### config.mk
export PLATFORM = sky130hd
export DESIGN_NAME = page_stream_prefetcher
export DESIGN_NICKNAME = d
export VERILOG_FILES = /design/src/rtl/pfx_pkg.sv /design/src/rtl/pfx_lookup.sv /design/src/rtl/pfx_stream_table.sv /design/src/rtl/pfx_issue.sv /design/src/rtl/page_stream_prefetcher.sv
export SDC_FILE = /design/constraint.sdc
export NUM_CORES = 1
export LEC_CHECK = 0
export BUFFER_PORTS_ARGS = -buffer_cell sky130_fd_sc_hd__buf_2
export CORE_ASPECT_RATIO = 1.25
export CORE_MARGIN = 4
export CORE_UTILIZATION = 64
export DETAILED_ROUTE_END_ITERATION = 16
export MAX_ROUTING_LAYER = met4
export PLACE_DENSITY_LB_ADDON = 0.1
export SYNTH_ARGS = -nofsm -noshare
export SYNTH_HDL_FRONTEND = slang
export SYNTH_SLANG_ARGS = --single-unit
### constraint.sdc
create_clock -name clk -period 6.2 [get_ports clk]
set_input_delay 0.93 -clock clk [delete_from_list [all_inputs] [get_ports clk]]
set_output_delay 0.93 -clock clk [all_outputs]
set_load 0.01 [all_outputs]
### src/rtl/pfx_pkg.sv
// Package pfx_pkg
// Shared definitions for the page-bounded stream prefetcher: stream
// direction encoding and a width helper. Assumes nothing else.
package pfx_pkg;

    typedef enum logic {
        DIR_UP   = 1'b0,
        DIR_DOWN = 1'b1
    } pf_dir_e;

    // Index width for a table of n entries, never less than one bit.
    function automatic int clog2_min1(input int n);
        int w;
        w = 1;
        while ((1 << w) < n) w++;
        return w;
    endfunction

endpackage

### src/rtl/pfx_lookup.sv
// Module pfx_lookup
// Combinational page match over the stream table. Reports which entry holds
// the requested page, and which entry a miss should replace: the lowest free
// entry, or else the one whose age says it was used least recently.
// Assumes the ages of the entries form a permutation of 0..N_STREAMS-1.
module pfx_lookup #(
    parameter int N_STREAMS = 4,
    parameter int PAGE_W    = 20,
    parameter int IDX_W     = 2
) (
    input  logic              ent_vld  [N_STREAMS],
    input  logic [PAGE_W-1:0] ent_tag  [N_STREAMS],
    input  logic [IDX_W-1:0]  ent_age  [N_STREAMS],
    input  logic [PAGE_W-1:0] req_page,
    output logic [N_STREAMS-1:0] hit_vec,
    output logic              hit,
    output logic [IDX_W-1:0]  hit_idx,
    output logic [IDX_W-1:0]  vic_idx
);
    localparam logic [IDX_W-1:0] OLDEST = IDX_W'(N_STREAMS - 1);

    // Tag compare across all entries.
    always_comb begin
        hit_vec = '0;
        hit_idx = '0;
        for (int i = 0; i < N_STREAMS; i++) begin
            if (ent_vld[i] && ent_tag[i] == req_page) begin
                hit_vec[i] = 1'b1;
                hit_idx    = IDX_W'(i);
            end
        end
    end

    assign hit = |hit_vec;

    // Victim choice: the oldest entry, overridden by the lowest free entry.
    always_comb begin
        vic_idx = '0;
        for (int i = N_STREAMS - 1; i >= 0; i--) begin
            if (ent_age[i] == OLDEST) vic_idx = IDX_W'(i);
        end
        for (int i = N_STREAMS - 1; i >= 0; i--) begin
            if (!ent_vld[i]) vic_idx = IDX_W'(i);
        end
    end

endmodule

### src/rtl/pfx_stream_table.sv
// Module pfx_stream_table
// Holds one tracked stream per entry: page tag, last demand offset,
// confirmation, direction, the next line to issue and the furthest line
// due. Also holds the age used for replacement. One demand update and one
// issue advance may arrive per cycle; they never target the same entry.
// Assumes PF_DIST is smaller than the number of lines in a page.
module pfx_stream_table
    import pfx_pkg::*;
#(
    parameter int N_STREAMS = 4,
    parameter int OFF_W     = 6,
    parameter int PAGE_W    = 20,
    parameter int PF_DIST   = 2,
    parameter int IDX_W     = 2
) (
    input  logic              clk,
    input  logic              rst_n,
    input  logic              dmd_vld,
    input  logic [PAGE_W-1:0] dmd_page,
    input  logic [OFF_W-1:0]  dmd_off,
    input  logic [IDX_W-1:0]  sel_idx,
    input  logic              sel_hit,
    input  logic              take_vld,
    input  logic [IDX_W-1:0]  take_idx,
    output logic              ent_vld     [N_STREAMS],
    output logic [PAGE_W-1:0] ent_tag     [N_STREAMS],
    output logic [IDX_W-1:0]  ent_age     [N_STREAMS],
    output logic [OFF_W-1:0]  ent_nxt_off [N_STREAMS],
    output logic [N_STREAMS-1:0] ent_pend
);
    localparam int SW = OFF_W + 2;
    localparam logic signed [SW-1:0] MAX_OFF = SW'((1 << OFF_W) - 1);
    localparam logic signed [SW-1:0] ONE     = SW'(1);
    localparam logic signed [SW-1:0] REACH   = SW'(PF_DIST);

    logic signed [SW-1:0] dmd_off_s;
    assign dmd_off_s = $signed({2'b00, dmd_off});

    // Furthest due offset for an access at o, clipped to the page.
    function automatic logic signed [SW-1:0] clip_goal(input logic signed [SW-1:0] o,
                                                       input logic down);
        logic signed [SW-1:0] g;
        g = down ? (o - REACH) : (o + REACH);
        if (g < 0)            g = '0;
        else if (g > MAX_OFF) g = MAX_OFF;
        return g;
    endfunction

    for (genvar i = 0; i < N_STREAMS; i++) begin : g_ent
        logic                 vld_q;
        logic [PAGE_W-1:0]    tag_q;
        logic [OFF_W-1:0]     last_q;
        logic                 conf_q;
        pf_dir_e              dir_q;
        logic signed [SW-1:0] nxt_q;
        logic signed [SW-1:0] goal_q;
        logic [IDX_W-1:0]     age_q;

        logic signed [SW-1:0] step_c;
        logic signed [SW-1:0] delta_c;
        logic signed [SW-1:0] lead_c;
        logic                 behind_c;
        logic                 mine_c;
        logic                 took_c;

        // Per-entry decode of the incoming demand against this stream.
        always_comb begin
            step_c   = (dir_q == DIR_DOWN) ? -ONE : ONE;
            delta_c  = dmd_off_s - $signed({2'b00, last_q});
            lead_c   = dmd_off_s + step_c;
            behind_c = (dir_q == DIR_DOWN) ? (nxt_q > lead_c) : (nxt_q < lead_c);
            mine_c   = dmd_vld && (sel_idx == IDX_W'(i));
            took_c   = take_vld && (take_idx == IDX_W'(i));
        end

        // Stream state: allocate, confirm, extend, break, or advance on issue.
        always_ff @(posedge clk) begin
            if (!rst_n) begin
                vld_q  <= 1'b0;
                tag_q  <= '0;
                last_q <= '0;
                conf_q <= 1'b0;
                dir_q  <= DIR_UP;
                nxt_q  <= '0;
                goal_q <= '0;
            end else if (mine_c && !sel_hit) begin
                vld_q  <= 1'b1;
                tag_q  <= dmd_page;
                last_q <= dmd_off;
                conf_q <= 1'b0;
            end else if (mine_c) begin
                last_q <= dmd_off;
                if (conf_q) begin
                    if (delta_c == step_c) begin
                        goal_q <= clip_goal(dmd_off_s, dir_q == DIR_DOWN);
                        if (behind_c) nxt_q <= lead_c;
                    end else begin
                        conf_q <= 1'b0;
                    end
                end else if (delta_c == ONE || delta_c == -ONE) begin
                    conf_q <= 1'b1;
                    dir_q  <= (delta_c < 0) ? DIR_DOWN : DIR_UP;
                    nxt_q  <= dmd_off_s + delta_c;
                    goal_q <= clip_goal(dmd_off_s, delta_c < 0);
                end
            end else if (took_c) begin
                nxt_q <= nxt_q + step_c;
            end
        end

        // Recency age: the touched entry becomes youngest, younger ones age.
        always_ff @(posedge clk) begin
            if (!rst_n) begin
                age_q <= IDX_W'(i);
            end else if (dmd_vld) begin
                if (mine_c)                       age_q <= '0;
                else if (age_q < ent_age[sel_idx]) age_q <= age_q + 1'b1;
            end
        end

        assign ent_vld[i]     = vld_q;
        assign ent_tag[i]     = tag_q;
        assign ent_age[i]     = age_q;
        assign ent_nxt_off[i] = nxt_q[OFF_W-1:0];
        assign ent_pend[i]    = vld_q && conf_q &&
                                ((dir_q == DIR_DOWN) ? (nxt_q >= goal_q) : (nxt_q <= goal_q));


        pend_in_page_chk: assert property (@(posedge clk) disable iff (!rst_n)
            ent_pend[i] |-> (nxt_q >= 0 && nxt_q <= MAX_OFF));


        alloc_unconf_chk: assert property (@(posedge clk) disable iff (!rst_n)
            (mine_c && !sel_hit) |=> !ent_pend[i]);
    end

endmodule

### src/rtl/pfx_issue.sv
// Module pfx_issue
// Output slot for prefetch requests. When the slot is empty or being taken,
// it loads the next due line of the lowest-numbered pending entry. An entry
// that a demand access touches this cycle is not eligible. Assumes the
// table advances the chosen entry when take_vld is high.
module pfx_issue #(
    parameter int N_STREAMS = 4,
    parameter int OFF_W     = 6,
    parameter int PAGE_W    = 20,
    parameter int IDX_W     = 2
) (
    input  logic              clk,
    input  logic              rst_n,
    input  logic [N_STREAMS-1:0] ent_pend,
    input  logic [PAGE_W-1:0] ent_tag     [N_STREAMS],
    input  logic [OFF_W-1:0]  ent_nxt_off [N_STREAMS],
    input  logic              dmd_vld,
    input  logic [IDX_W-1:0]  dmd_idx,
    input  logic              pf_ready,
    output logic              pf_valid,
    output logic [PAGE_W+OFF_W-1:0] pf_line,
    output logic              take_vld,
    output logic [IDX_W-1:0]  take_idx
);
    logic                    slot_vld_q;
    logic [PAGE_W+OFF_W-1:0] slot_line_q;
    logic                    slot_free;

    assign slot_free = !slot_vld_q || pf_ready;

    // Fixed-priority pick of the lowest eligible pending entry.
    always_comb begin
        take_vld = 1'b0;
        take_idx = '0;
        for (int i = N_STREAMS - 1; i >= 0; i--) begin
            if (slot_free && ent_pend[i] && !(dmd_vld && dmd_idx == IDX_W'(i))) begin
                take_vld = 1'b1;
                take_idx = IDX_W'(i);
            end
        end
    end

    // Slot register: load on take, empty on accept with nothing to load.
    always_ff @(posedge clk) begin
        if (!rst_n) begin
            slot_vld_q  <= 1'b0;
            slot_line_q <= '0;
        end else if (take_vld) begin
            slot_vld_q  <= 1'b1;
            slot_line_q <= {ent_tag[take_idx], ent_nxt_off[take_idx]};
        end else if (pf_ready) begin
            slot_vld_q  <= 1'b0;
        end
    end

    assign pf_valid = slot_vld_q;
    assign pf_line  = slot_line_q;


    stall_hold_chk: assert property (@(posedge clk) disable iff (!rst_n)
        (pf_valid && !pf_ready) |=> (pf_valid && $stable(pf_line)));


    take_excl_chk: assert property (@(posedge clk) disable iff (!rst_n)
        (dmd_vld && take_vld) |-> (take_idx != dmd_idx));

endmodule

### src/rtl/page_stream_prefetcher.sv
// Module page_stream_prefetcher
// Top level: splits the demand line into page and offset, looks the page up
// in the stream table, updates the chosen entry and feeds due lines to the
// handshake output. Assumes one demand access per cycle at most and a
// synchronous active-low reset.
module page_stream_prefetcher #(
    parameter int LINE_AW       = 26,
    parameter int PG_LINES_LOG2 = 6,
    parameter int N_STREAMS     = 4,
    parameter int PF_DIST       = 2
) (
    input  logic               clk,
    input  logic               rst_n,
    input  logic               dmd_vld,
    input  logic [LINE_AW-1:0] dmd_line,
    output logic               pf_valid,
    input  logic               pf_ready,
    output logic [LINE_AW-1:0] pf_line
);
    localparam int OFF_W  = PG_LINES_LOG2;
    localparam int PAGE_W = LINE_AW - OFF_W;
    localparam int IDX_W  = pfx_pkg::clog2_min1(N_STREAMS);

    logic [PAGE_W-1:0]    dmd_page;
    logic [OFF_W-1:0]     dmd_off;
    logic                 ent_vld     [N_STREAMS];
    logic [PAGE_W-1:0]    ent_tag     [N_STREAMS];
    logic [IDX_W-1:0]     ent_age     [N_STREAMS];
    logic [OFF_W-1:0]     ent_nxt_off [N_STREAMS];
    logic [N_STREAMS-1:0] ent_pend;
    logic [N_STREAMS-1:0] hit_vec;
    logic                 hit;
    logic [IDX_W-1:0]     hit_idx;
    logic [IDX_W-1:0]     vic_idx;
    logic [IDX_W-1:0]     sel_idx;
    logic                 take_vld;
    logic [IDX_W-1:0]     take_idx;

    assign dmd_page = dmd_line[LINE_AW-1:OFF_W];
    assign dmd_off  = dmd_line[OFF_W-1:0];
    assign sel_idx  = hit ? hit_idx : vic_idx;

    pfx_lookup #(
        .N_STREAMS (N_STREAMS),
        .PAGE_W    (PAGE_W),
        .IDX_W     (IDX_W)
    ) u_lookup (
        .ent_vld  (ent_vld),
        .ent_tag  (ent_tag),
        .ent_age  (ent_age),
        .req_page (dmd_page),
        .hit_vec  (hit_vec),
        .hit      (hit),
        .hit_idx  (hit_idx),
        .vic_idx  (vic_idx)
    );

    pfx_stream_table #(
        .N_STREAMS (N_STREAMS),
        .OFF_W     (OFF_W),
        .PAGE_W    (PAGE_W),
        .PF_DIST   (PF_DIST),
        .IDX_W     (IDX_W)
    ) u_table (
        .clk         (clk),
        .rst_n       (rst_n),
        .dmd_vld     (dmd_vld),
        .dmd_page    (dmd_page),
        .dmd_off     (dmd_off),
        .sel_idx     (sel_idx),
        .sel_hit     (hit),
        .take_vld    (take_vld),
        .take_idx    (take_idx),
        .ent_vld     (ent_vld),
        .ent_tag     (ent_tag),
        .ent_age     (ent_age),
        .ent_nxt_off (ent_nxt_off),
        .ent_pend    (ent_pend)
    );

    pfx_issue #(
        .N_STREAMS (N_STREAMS),
        .OFF_W     (OFF_W),
        .PAGE_W    (PAGE_W),
        .IDX_W     (IDX_W)
    ) u_issue (
        .clk         (clk),
        .rst_n       (rst_n),
        .ent_pend    (ent_pend),
        .ent_tag     (ent_tag),
        .ent_nxt_off (ent_nxt_off),
        .dmd_vld     (dmd_vld),
        .dmd_idx     (sel_idx),
        .pf_ready    (pf_ready),
        .pf_valid    (pf_valid),
        .pf_line     (pf_line),
        .take_vld    (take_vld),
        .take_idx    (take_idx)
    );


    hit_unique_chk: assert property (@(posedge clk) disable iff (!rst_n)
        dmd_vld |-> $onehot0(hit_vec));

endmodule

==> results of run 1 <==
## where the power goes
part | total (W) | internal [W] | leakage (nW) | switching [W]
Sequential | 0.00142 | 0.00138 | 1.71 | 0.0000314
Clock | 0.00145 | 0.000832 | 0.395 | 0.000620
Combinational | 0.000665 | 0.000255 | 5.01 | 0.000410
Total | 0.00353 | 0.00247 | 7.11 | 0.00106
## kinds of logic (layout without fill, tap and decap cells)
| logic type | after synthesis | in the layout | share of synthesized area (%) |
|---|---|---|---|
| compound gates | 575 | 575 | 22.22 |
| simple gates | 548 | 548 | 15.74 |
| buf+inv | 237 | 252 | 5.843 |
| flops | 211 | 211 | 25.55 |
| fa+ha+maj | 190 | 190 | 15.11 |
| xor+xnor | 168 | 168 | 8.901 |
| mux | 109 | 109 | 6.630 |
## final timing paths
kind                                      startpoint                                       to  slack [ns]  depth (start not counted)
max                                      dmd_line[8]   u_table.g_ent[3].age_q[1]$_SDFFE_PN1P_        1.61                         15
min          u_table.g_ent[1].goal_q[6]$_SDFFE_PN0P_  u_table.g_ent[1].goal_q[6]$_SDFFE_PN0P_        0.45                          2
max reg2reg      u_table.g_ent[1].dir_q$_SDFFE_PN0P_   u_table.g_ent[1].nxt_q[0]$_SDFFE_PN0P_        1.66                         18
min reg2reg  u_table.g_ent[1].goal_q[6]$_SDFFE_PN0P_  u_table.g_ent[1].goal_q[6]$_SDFFE_PN0P_        0.45                          2
## synth_stat cells, types with 6 or more instances
library cell	instances	area share, %
o211ai_1	15	0.68
nand2b_1	15	0.57
buf_2	31	0.94
a22o_1	7	0.37
a21o_1	30	1.4
mux2i_1	105	6.4
a311oi_1	10	0.53
a211oi_1	31	1.4
o21bai_1	25	1.1
or2_2	7	0.26
a21oi_1	184	5.6
clkbuf_1	76	1.7
nor4_1	12	0.45
nand3_1	30	0.91
o21a_1	14	0.64
dfxtp_1	211	26
xnor2_1	117	6.2
nand2_1	148	3.4
a22oi_1	21	0.95
or3_1	9	0.34
xor2_1	51	2.7
nand4_1	31	1.2
ha_1	174	13
buf_4	6	0.27
inv_1	119	2.7
and3_1	13	0.49
nor2_1	193	4.4
a31oi_1	19	0.72
a221oi_1	14	0.74
nor2b_1	20	0.76
and2_1	6	0.23
or4_1	6	0.27
o21ai_0	144	4.4
nor3_1	26	0.79
fa_1	16	1.9
## flip-flops by register name, indices dropped and copies added (netlist names), 4 cells and up
signal,count
u_issue.pf_line,26
u_table.g_ent.conf_q,4
u_table.g_ent.age_q,8
u_table.g_ent.vld_q,4
u_table.g_ent.goal_q,28
u_table.g_ent.dir_q,4
u_table.g_ent.tag_q,80
u_table.g_ent.last_q,24
u_table.g_ent.nxt_q,32
## cell usage in the layout, fill, tap and decap left out, types with 6 or more instances in the layout
cell       instances
or2_2              7
or4_1              6
a22oi_1           21
or3_1              9
nand4_1           31
a21oi_1          184
clkbuf_16         25
fa_1              16
o21a_1            14
mux2i_1          105
a22o_1             7
buf_2             56
o211ai_1          15
inv_1            119
ha_1             174
a211oi_1          31
clkinv_2           6
nand2_1          148
nand3_1           30
dfxtp_1          211
nand2b_1          15
nor4_1            12
a311oi_1          10
buf_4             30
o21ai_0          144
a221oi_1          14
a31oi_1           19
and2_1             6
xor2_1            51
nor3_1            26
xnor2_1          117
nor2b_1           20
a21o_1            30
nor2_1           191
o21bai_1          25
and3_1            13
## per-stage QoR
stage	area (um2)	utilization (%)
after floorplan	16530	-
after global routing	17760	69.98
after CTS	17760	69.98
after global placement	16960	66.83
after detailed placement	16960	66.83
final	17760	69.98
## layer usage
layer	vias up	wire length (um)
met4	0	3873
li1	7245	-
met3	234	3851
met1	7151	19230
met2	641	24560
met5	-	0
## area by class of cell
cell class	count	area (um2)
inverters	122	462.9
well taps	335	419.2
flip-flops and latches	211	4224
multi-input cells	1590	11350
fillers	2148	7619
repair buffers	86	505.5
clock buffers	31	688.2
clock inverters	13	110.1
## worst reg2reg max path, stage by stage (launching register included)
cell and delay [ns]:
dfxtp_1 0.94, inv_1 0.37, ha_1 0.38, a21o_1 0.18
a21oi_1 0.21, nor2b_1 0.07, o21a_1 0.19, nor2_1 0.12
xnor2_1 0.11, ha_1 0.30, o31a_1 0.13, o21ai_0 0.07
nand3_1 0.11, a21oi_1 0.07, a311o_1 0.39, a21oi_1 0.13
buf_4 0.23, nor3_1 0.08, a2111oi_2 0.35
==> impl_metrics.yaml, run 1 <==
grt:
  grt_remaining_overflow: 0
  grt_use_met3_pct: 6.865
  grt_pass1_vias: 15340
  grt_max_degree: 77
  grt_usage_pct: 36.99
  use_met2_pct: 60.39
  grt_pass1_wl_mm: 81.83
  grt.busiest_layer: "met2"
  grt_util_met1_pct: 41.02
  antenna_found_initial: 0
critical_path:
  worst-setup-path-type: "input port to flop"
  crit_family: "simple AND/OR/NAND/NOR gates"
  crit_fanout: 8
  worstSetupEndpointType: "flop"
  slowest_delay_ns: 0.51
  cp.arrival_ns: 4.94
  cp_slowest_cell: "o21ai_0"
  cp.required_ns: 6.55
  cp-start-kind: "input port"
  crit_chain: "buf_2 > xnor2_1 > nand4_1 > nor4_1 > and4_1 > nor3_1 > nor2_1 > mux2_2 > o21ai_0 > ha_1 > nand2b_1 > nor4_1 > a311oi_1 > mux2i_1 > o21ai_0"
  worstPathBufferInverterCount: 1
timing:
  fin_worst_skew_ns: 0.02216
  hold_viol: 0
  slew_headroom_pct: 35.11
  layout_setup_ws_ns: 1.613
  rsz0062_at_grt: "no"
  finalCriticalPeriod_ns: 4.587
  fin_setup_tns_ns: 0
  fmax_mhz: 218.0
  max_slew.worst_pin.slew_ns: 0.9734
  slew_viol_final: 0
  setup_viol: 0
  finalCritPeriodShare_pct: 73.99
  holdWs_ns: 0.4530
pwr:
  fin_total_pwr_w: 0.003532
  total_leakage_power_nw: 7.110
  powerDensity_nw_per_um2: 198.9
  irDropWorstVdd_uv: 163.4
synthesis:
  ys.warnings.count: 0
  synth_cells: 2038
  syn_area_um2: 16530
  ys_async_sr_fraction_pct: 0
  syn_nets: 2258
  ys_seq_elements: 211
  synth_top_flop_cell: "dfxtp_1"
  seq_area_frac_synth_pct: 25.55
  synth_edf_count: 0
  synth_area_per_cell_um2: 8.111
  synth_cell_type_count: 84
routing:
  ant_nets: 0
  via_per_inst: 6.395
  vias: 15270
  wire_per_inst_um: 21.57
  drtPass1Iterations: 6
  drt_wl_total_mm: 51.51
  drtIter0Drc: 1006
  drc: 0
outcome:
  status: "completed"
clocking:
  root_buffer: "clkbuf_16"
  cts_sinks: 211
  clkTransAtPathRegs_ns: 0.06
  clk_latency_ns: 0.53
  post-cts-setup-buffers: 0
  htree_levels: 1
  cts-buffers-inserted: 24
  cts_hold_buf: 0
  cts_tree: "yes"
  cts_resized: 0
  cts_max_path_buffers: 3
die:
  core_area_um2: 25370
  fp.dieH_um: 187.7
  core.rowCount: 65
  dieArea_um2: 28480
  die_x_um: 151.8
  ios: 57
  start_util_pct: 65.15
final_layout:
  nets: 2255
  final_cells: 2388
  diodes: 0
  syn_to_final_growth_pct: 7.410
  drive_gt1_share_pct: 7.793
placed_design:
  placedCellCount: 2344
  hpwlAfterDp_mm: 37.23
  io_buffers: 56
  dpl_worst_slack_ns: 1.248
  place.gp.congestion: 1.005
worst_hold_path:
  hold_path.class: "flop to flop"
run:
  cap_viol_max_count: 0
(Power assumes the default switching activity.)
==> run 2, diff against run 1 <==
==> constraint.sdc (replaced) <==
create_clock -name clk -period 4.69 [get_ports clk]
set_input_delay 0.7035 -clock clk [delete_from_list [all_inputs] [get_ports clk]]
set_output_delay 0.7035 -clock clk [all_outputs]
set_load 0.01 [all_outputs]
==> impl_metrics.yaml, run 2 (synthesized netlist as in run 1, its figures left out) <==
critical_path:
  worst-setup-path-type: "input port to flop"
  regToRegSetupSlack_ns: 0.58
  worstSetupEndpointType: "flop"
  crit_chain: "buf_2 > inv_1 > buf_4 > ha_1 > a21o_1 > a21oi_1 > nor2b_1 > o21a_1 > nor2_1 > xnor2_1 > ha_1 > o31a_1 > o21ai_0 > nand3_1 > a21oi_1 > a311o_1 > a21oi_1 > buf_4 > mux2i_1 > nor2_1"
  cp.arrival_ns: 4.54
  cp.required_ns: 5.08
  crit_fanout: 9
  cp_common_cell: "a21oi_1"
  cp-start-kind: "input port"
  cp_slowest_cell: "a21oi_1"
  slowest_delay_ns: 0.34
timing:
  hold_viol: 0
  fin_worst_skew_ns: 0.01168
  slew_headroom_pct: 38.22
  fmax_mhz: 240.8
  max_slew.worst_pin.slew_ns: 0.9267
  slew_viol_final: 0
  setup_viol: 0
  holdWs_ns: 0.4561
  rsz0062_at_grt: "no"
  fin_setup_tns_ns: 0
  finalCritPeriodShare_pct: 88.56
  finalCriticalPeriod_ns: 4.154
clocking:
  cts_hold_buf: 0
  clkTransAtPathRegs_ns: 0.06
  cts_tree: "yes"
  post-cts-setup-buffers: 0
  root_buffer: "clkbuf_16"
  cts-buffers-inserted: 24
  clk_latency_ns: 0.52
  cts_resized: 0
  cts_max_path_buffers: 3
  htree_levels: 1
  cts_sinks: 211
final_layout:
  syn_to_final_growth_pct: 8.780
  post-route-util_pct: 70.87
  regMostFlops: "u_table.g_ent.tag_q"
  largest_reg_flops: 80
  fill_cells: 2144
  multi_input_area_um2: 11350
  final_common_cell: "dfxtp_1"
  layout_common_cells: "dfxtp_1 (211), nor2_1 (191), a21oi_1 (184)"
  ff_latch_area_um2: 4224
  drive_gt1_share_pct: 8.654
  nets: 2288
  final_cells: 2417
  top_regs: "u_table.g_ent.tag_q x80, u_table.g_ent.nxt_q x32, u_table.g_ent.goal_q x28"
placed_design:
  hpwlAfterDp_mm: 37.74
  placedCellCount: 2377
  io_buffers: 56
  place.gp.congestion: 1.016
routing:
  wire_per_inst_um: 21.04
  drtPass1Iterations: 5
  drtIter0Drc: 1027
  ant_nets: 0
  drt_wl_total_mm: 50.86
  via_per_inst: 6.309
  vias: 15250
  drc: 0
grt:
  grt_remaining_overflow: 0
  grt_usage_pct: 36.60
  grt_pass1_wl_mm: 80.78
  grt_max_degree: 101
  antenna_found_initial: 2
  grt_pass1_vias: 15300
die:
  die_x_um: 151.8
  ios: 57
  start_util_pct: 65.15
  core_area_um2: 25370
  dieArea_um2: 28480
  core.rowCount: 65
  fp.dieH_um: 187.7
worst_hold_path:
  hold_path.class: "flop to flop"
pwr:
  irDropWorstVdd_uv: 213.2
  total_leakage_power_nw: 7.246
  powerDensity_nw_per_um2: 253.5
outcome:
  status: "completed"
run:
  cap_viol_max_count: 0
## run 2: report_power, final
group | leakage [nW] | switching, W | internal, W
Clock | 0.351 | 0.000739 | 0.00105
Combinational | 5.19 | 0.000544 | 0.000351
Sequential | 1.71 | 0.0000406 | 0.00183
## run 2: routing by layer
| metal | GRT usage, % | wire (um) |
|---|---|---|
| met1 | 40.61 | 19170 |
| met2 | 61.04 | 24710 |
| met3 | 5.463 | 3224 |
| met4 | 22.61 | 3750 |
| met5 | - | 0 |
## run 2: worst max-delay path: cells and delay by family
family                     cells  cell delay [ns]
buffers and inverters          4             0.92
AOI/OAI and AO/OA              8             1.56
adders and majority gates      2             0.55
xor gates and xnor gates       1             0.15
muxes                          1             0.20
and+or+nand+nor                4             0.46
## run 2: cell type report
type,instances,area share (%)
Tap cell,335,2.331
Clock buffer,36,3.820
Timing Repair Buffer,119,4.467
Sequential cell,211,23.49
Antenna cell,2,0.02783
Multi-Input combinational cell,1590,63.10
Inverter,122,2.574
Clock inverter,2,0.1948
## run 2: through the flow
step	cell area, um2	setup WS (ns)	total power, W
after floorplan	16530	0.2139	0.002538
after global placement	17260	0.2306	0.002769
after detailed placement	17260	0.1747	0.002789
after CTS	17980	0.6052	0.004565
after global routing	17980	0.1550	0.004733
final	17980	0.5364	0.004558
## run 2: worst paths after layout
| path | from | endpoint | cells after the start |
|---|---|---|---|
| setup reg to reg | u_table.g_ent[0].dir_q$_SDFFE_PN0P_ | u_table.g_ent[0].nxt_q[5]$_SDFFE_PN0P_ | 17 |
| hold reg to reg | u_table.g_ent[3].last_q[4]$_SDFFE_PN0P_ | u_table.g_ent[3].last_q[4]$_SDFFE_PN0P_ | 2 |
| setup / recovery | dmd_line[1] | u_table.g_ent[1].nxt_q[6]$_SDFFE_PN0P_ | 20 |
| hold / removal | u_table.g_ent[3].last_q[4]$_SDFFE_PN0P_ | u_table.g_ent[3].last_q[4]$_SDFFE_PN0P_ | 2 |
